$ cat config.mk
export PLATFORM = sky130hd
export DESIGN_NAME = pciu_irq_agg
export DESIGN_NICKNAME = d
export VERILOG_FILES = /design/src/rtl/pciu_irq_pkg.sv /design/src/rtl/pciu_irq_sync.sv /design/src/rtl/pciu_irq_status.sv /design/src/rtl/pciu_irq_prio.sv /design/src/rtl/pciu_irq_agg.sv
export SDC_FILE = /design/constraint.sdc
export NUM_CORES = 1
export LEC_CHECK = 0
export CORE_ASPECT_RATIO = 1.75
export CORE_MARGIN = 10
export CORE_UTILIZATION = 36
export DETAILED_ROUTE_END_ITERATION = 8
export HOLD_SLACK_MARGIN = 0.08
export PLACE_DENSITY = 0.86
export SYNTH_ARGS = -nofsm -noshare
export SYNTH_HDL_FRONTEND = slang
export SYNTH_SLANG_ARGS = --single-unit
$ cat constraint.sdc
create_clock -name clk -period 1.55 [get_ports clk]
set_clock_uncertainty 0.1 [all_clocks]
set_input_delay 0.31 -clock clk [delete_from_list [all_inputs] [get_ports clk]]
set_output_delay 0.31 -clock clk [all_outputs]
set_load 0.01 [all_outputs]
$ cat src/rtl/pciu_irq_pkg.sv
// Package: shared constants and types for the PCI interrupt aggregator.
// Assumes a 32-bit status word with a fixed sparse source map.
package pciu_irq_pkg;
    localparam int unsigned STAT_W    = 32;
    localparam int unsigned IDX_W     = $clog2(STAT_W);
    localparam int unsigned DESC_W    = 16;
    localparam int unsigned INTA_BIT  = 25;
    localparam int unsigned ABORT_BIT = 26;
    // Bits that own a status/mask flop: 0..7, 9, 25, 26.
    localparam logic [STAT_W-1:0] SRC_MAP = 32'h0600_02FF;

    typedef enum logic [1:0] {
        SEL_NONE,
        SEL_STAT,
        SEL_MASK,
        SEL_EN
    } reg_sel_e;
endpackage

$ cat src/rtl/pciu_irq_sync.sv
// Module: multi-stage synchronizer for one asynchronous level.
// Assumes STAGES >= 2; output is the level delayed by STAGES edges.
module pciu_irq_sync #(
    parameter int unsigned STAGES = 2
) (
    input  logic clk,
    input  logic rst_n,
    input  logic d_i,
    output logic q_o
);
    logic [STAGES-1:0] sh_q;

    // Shift the input level through the stage chain.
    always_ff @(posedge clk) begin
        if (!rst_n) sh_q <= '0;
        else        sh_q <= {sh_q[STAGES-2:0], d_i};
    end

    assign q_o = sh_q[STAGES-1];
endmodule

$ cat src/rtl/pciu_irq_status.sv
// Module: sticky status word with write-one-to-clear and set priority.
// Assumes set_i is a per-bit event vector; bits outside IMPL never hold state.
module pciu_irq_status #(
    parameter int unsigned            W    = 32,
    parameter logic [W-1:0]           IMPL = '1
) (
    input  logic         clk,
    input  logic         rst_n,
    input  logic [W-1:0] set_i,
    input  logic [W-1:0] clr_i,
    output logic [W-1:0] stat_o
);
    logic [W-1:0] stat_q;
    logic [W-1:0] stat_nxt;

    // Next value: clear requested bits, then let events override the clear.
    always_comb begin
        stat_nxt = ((stat_q & ~clr_i) | set_i) & IMPL;
    end

    // Hold the status word.
    always_ff @(posedge clk) begin
        if (!rst_n) stat_q <= '0;
        else        stat_q <= stat_nxt;
    end

    assign stat_o = stat_q;
endmodule

$ cat src/rtl/pciu_irq_prio.sv
// Module: lowest-index-first priority encoder.
// Assumes W is a power of two and IDX_W = log2(W); index is 0 when idle.
module pciu_irq_prio #(
    parameter int unsigned W     = 32,
    parameter int unsigned IDX_W = 5
) (
    input  logic [W-1:0]     req_i,
    output logic             valid_o,
    output logic [IDX_W-1:0] idx_o
);
    // Scan from the top so the lowest requesting bit is the last assignment.
    always_comb begin
        valid_o = |req_i;
        idx_o   = '0;
        for (int i = W - 1; i >= 0; i--) begin
            if (req_i[i]) idx_o = IDX_W'(i);
        end
    end
endmodule

$ cat src/rtl/pciu_irq_agg.sv
// Module: PCI unit interrupt status aggregator (top).
// Collects event pulses and a synchronized INTA level into a sticky status
// word, applies a per-bit mask and a global enable, and drives one level
// interrupt plus the lowest pending unmasked index.
// Assumes event pulses are synchronous to clk; ext_inta_i may be asynchronous.
module pciu_irq_agg
    import pciu_irq_pkg::*;
#(
    parameter int unsigned        ADDR_W      = 12,
    parameter int unsigned        SYNC_STAGES = 2,
    parameter logic [ADDR_W-1:0]  OFS_STAT    = 12'h500,
    parameter logic [ADDR_W-1:0]  OFS_MASK    = 12'h504,
    parameter logic [ADDR_W-1:0]  OFS_EN      = 12'h508
) (
    input  logic                  clk,
    input  logic                  rst_n,
    input  logic [DESC_W-1:0]     desc_evt_i,
    input  logic                  ext_inta_i,
    input  logic                  bus_abort_i,
    input  logic                  reg_wr_i,
    input  logic [ADDR_W-1:0]     reg_addr_i,
    input  logic [STAT_W-1:0]     reg_wdata_i,
    output logic [STAT_W-1:0]     reg_rdata_o,
    output logic                  irq_o,
    output logic                  pend_valid_o,
    output logic [IDX_W-1:0]      pend_idx_o
);
    localparam int unsigned GAP_LO_W = INTA_BIT - DESC_W;
    localparam int unsigned GAP_HI_W = STAT_W - ABORT_BIT - 1;

    reg_sel_e          sel;
    logic              inta_s;
    logic [STAT_W-1:0] evt_set;
    logic [STAT_W-1:0] evt_clr;
    logic [STAT_W-1:0] stat_q;
    logic [STAT_W-1:0] mask_q;
    logic              en_q;
    logic [STAT_W-1:0] pend_vec;

    // Decode the register offset.
    always_comb begin
        if      (reg_addr_i == OFS_STAT) sel = SEL_STAT;
        else if (reg_addr_i == OFS_MASK) sel = SEL_MASK;
        else if (reg_addr_i == OFS_EN)   sel = SEL_EN;
        else                             sel = SEL_NONE;
    end

    pciu_irq_sync #(.STAGES(SYNC_STAGES)) u_sync (
        .clk   (clk),
        .rst_n (rst_n),
        .d_i   (ext_inta_i),
        .q_o   (inta_s)
    );

    // Place each source on its status bit position.
    always_comb begin
        evt_set = {{GAP_HI_W{1'b0}}, bus_abort_i, inta_s,
                   {GAP_LO_W{1'b0}}, desc_evt_i};
        evt_clr = (reg_wr_i && sel == SEL_STAT) ? reg_wdata_i : '0;
    end

    pciu_irq_status #(.W(STAT_W), .IMPL(SRC_MAP)) u_stat (
        .clk    (clk),
        .rst_n  (rst_n),
        .set_i  (evt_set),
        .clr_i  (evt_clr),
        .stat_o (stat_q)
    );

    // Mask register: only mapped source bits are stored.
    always_ff @(posedge clk) begin
        if (!rst_n)                        mask_q <= '0;
        else if (reg_wr_i && sel == SEL_MASK) mask_q <= reg_wdata_i & SRC_MAP;
    end

    // Global enable register: bit 0 only.
    always_ff @(posedge clk) begin
        if (!rst_n)                      en_q <= 1'b0;
        else if (reg_wr_i && sel == SEL_EN) en_q <= reg_wdata_i[0];
    end

    assign pend_vec = stat_q & mask_q;

    pciu_irq_prio #(.W(STAT_W), .IDX_W(IDX_W)) u_prio (
        .req_i   (pend_vec),
        .valid_o (pend_valid_o),
        .idx_o   (pend_idx_o)
    );

    // Interrupt level: a function of flops only, so it cannot glitch on inputs.
    assign irq_o = en_q & pend_valid_o;

    // Read mux for the addressed register.
    always_comb begin
        unique case (sel)
            SEL_STAT: reg_rdata_o = stat_q;
            SEL_MASK: reg_rdata_o = mask_q;
            SEL_EN:   reg_rdata_o = {{(STAT_W-1){1'b0}}, en_q};
            default:  reg_rdata_o = '0;
        endcase
    end
endmodule

==> results.cfg <==
[yosys]
synthTopCellsByArea = dfxtp_1 (32%), mux2i_1 (15%), buf_4 (11%), nand2_1 (7.8%), a31oi_1 (4.4%)
synth_compound_area_share_pct = 15.4
yosys_most_used_dff = dfxtp_1
yosysWarningCount = 0
ys_types = 31
synthSimpleGateAreaFrac_pct = 20.9
seq_area_frac_synth_pct = 32.3
synth.top_cell.area_share_pct = 32.3
synth_top_family_by_area = simple AND/OR/NAND/NOR gates
syn_inst = 188
async_reset_ff_share_pct = 0
synth-edff-count = 0
synthesis.area_mm2 = 0.00155
synth_area_per_cell_um2 = 8.23
synth_xor_area_share_pct = 0
synth_seq_cells = 25
synth_area_leader_cell = dfxtp_1
synthMuxAreaShare_pct = 14.9
synth_adder_area_share_pct = 0

[worst_setup_path]
critPathKind = reg2out
r2r-start = mask_q[5]
cp-end-kind = primary output
critPathSlowestCell = dfxtp_2
start_kind = flip-flop
cpPeakStageDelay_ns = 0.34
path_buf_inv = 2
critPathArrivalTime_ns = 1.58
rr_endpoint = mask_q[5]
crit_required_ns = 1.14
crit_family = compound AO/OA/AOI/OAI gates
critical_path.max_fanout = 4
cp_num_cells = 5
path_cells = a22oi_2 > nand4_1 > buf_4 > a221oi_2 > buf_2
r2r_slack_ns = 0.63
ff2ff_path_depth = 4

[global_routing]
antenna_found_initial = 0
grt_remaining_overflow = 0
grt_pass1_wl_mm = 7.76
grt_start_max_net_pins = 37
grtUsageTotal_pct = 12.3
grt_pass1_vias = 1815

[floorplan]
die_w_um = 69.6
fp.dieH_um = 107
core_area_mm2 = 0.00415
die_area_mm2 = 0.00743
start_util_pct = 37.3
ioPinCount = 104
rows = 31

[timing]
final-setup-viol-count = 18
finalMaxSlewViolations = 0
post-route-min-period_ns = 1.99
rsz0062_at_grt = true
hold_ws_ns = 0.361
finalCritPeriodShare_pct = 129
hold_viol = 0
fmax_ghz = 0.502
finalWorstSetupSlack_ns = -0.442
tns_ns = -4.36

[clock_network]
ctsHoldBuffers = 0
cts_buffers = 3
clk-insertion-delay-late_ns = 0.26
htreeDepth = 1
clock_path_buffers = 2
clk_pin_slew_worst_paths_ns = 0.09
cts_tree = yes
clock-root-buffer = clkbuf_8
numClockSinks = 25

[layout]
syn_to_final_growth_pct = 62.4
layout-drive-gt1-share_pct = 38.8
multi_input_area_um2 = 998
regArea_um2 = 514
nets = 344
fin_util_pct = 60.6
fillCellCount = 334
n_antenna_cell = 0

[status]
status = complete, but fails checks
violations = setup timing

[worst_hold_path]
hp-start = u_sync.sh_q[0]
hp-class = reg2reg
holdPathEnd = u_sync.sh_q[1]
min_path_cells = 1

[run]
cap_violations = 0

[route]
wire_per_inst_um = 15.1
wl_mm = 4.94
drc = 0
drtIter0Drc = 59
dr_total_vias = 1619
drtPass1Iterations = 4
drtAntennaViolNets = 0
via_per_inst = 4.95

[power_and_ir_drop]
finalPower_mw = 1.33
p_per_area_mw_per_mm2 = 529
peakVddDrop_mv = 0.331
p_leak_nw = 1.15

[place]
place.gp.congestion = 0.790
hpwlAfterDp_mm = 3.84
portBuffers = 54
## what timing repair did
action	4_1_cts	5_1_grt
endpoints found under the setup margin	40	18
gates resized for setup	131	33
buffers inserted	7	4
pin swaps	23	9
## layout make-up
| cell class | count | share of cell area, % |
|---|---|---|
| clock buffers | 3 | 1.64 |
| repair buffers | 95 | 33.9 |
| well taps | 49 | 2.44 |
| flip-flops and latches | 25 | 20.5 |
| clock inverters | 1 | 0.199 |
| multi-input cells | 143 | 39.7 |
| inverters | 11 | 1.64 |
## how the worst max path moves through the flow
| stage | start | to | slack (ns) |
|---|---|---|---|
| 3_3_place_gp | reg_addr_i[7] | reg_rdata_o[7] | -0.93 |
| 2_1_floorplan | reg_addr_i[7] | reg_rdata_o[1] | 0.02 |
| 5_1_grt | u_stat.stat_o[2] | pend_idx_o[4] | -0.51 |
| 4_1_cts | mask_q[7] | pend_idx_o[4] | -0.45 |
| 6_report | u_stat.stat_o[2] | pend_idx_o[4] | -0.44 |
| 3_5_place_dp | reg_addr_i[7] | reg_rdata_o[9] | -0.96 |
## cell families after synthesis
kind of cell	Yosys count
compound gates	38
buf+inv	40
flops	25
mux	23
other cells	1
simple gates	61
## layout by cell type, fill, tap and decap left out, types with 2 or more instances in the layout
cell	synthesis	layout
a22oi_2	0	5
a31oi_1	11	11
and2_1	4	4
and3b_1	2	2
and4_4	1	2
buf_12	1	3
buf_2	1	10
buf_4	22	34
buf_6	0	15
clkbuf_8	0	3
clkdlybuf4s15_1	0	2
clkdlybuf4s50_1	0	24
conb_1	1	21
dfxtp_1	25	14
dfxtp_2	0	11
dlygate4sd2_1	0	6
inv_1	11	11
mux2i_1	23	21
mux2i_2	0	2
nand2_1	32	30
nand2_2	0	2
nand4_1	2	2
nor2_2	0	4
nor2_4	0	7
o21a_1	2	2
o21ai_0	13	11
o21ai_1	0	2
## state kept, by name, indices dropped and copies added, names as in the netlist
signal / count
u_sync.sh_q: 2
u_stat.stat_o: 11
mask_q: 11
en_q: 1
## through the flow
| step | cells | area, µm² | setup slack (ns) |
|---|---|---|---|
| final | 327 | 2510 | -0.442 |
| after global routing | 327 | 2510 | -0.511 |
| after floorplan | 208 | 1630 | 0.0158 |
| after detailed placement | 317 | 2310 | -0.962 |
| after CTS | 326 | 2400 | -0.449 |
| after global placement | 317 | 2310 | -0.930 |
## power breakdown
group          internal (mW)  switching (mW)
sequential             0.666          0.0182
combinational          0.144           0.122
clock                  0.179           0.200
total                  0.989           0.340
## routing by layer
layer	vias up	global-route usage, %	share of wire, %
met4	0	6.07	2.0
li1	795	-	-
met5	-	0	0
met1	754	11.8	38
met2	62	23.4	54
met3	8	3.14	6.3
## cell usage after synthesis (4+ instances only)
cell type	count
nor2_1	11
nand2_1	32
a31oi_1	11
inv_1	11
and2_1	4
buf_4	22
o21ai_0	13
mux2i_1	23
a22oi_1	6
clkbuf_1	5
dfxtp_1	25
(Power assumes the default switching activity.)
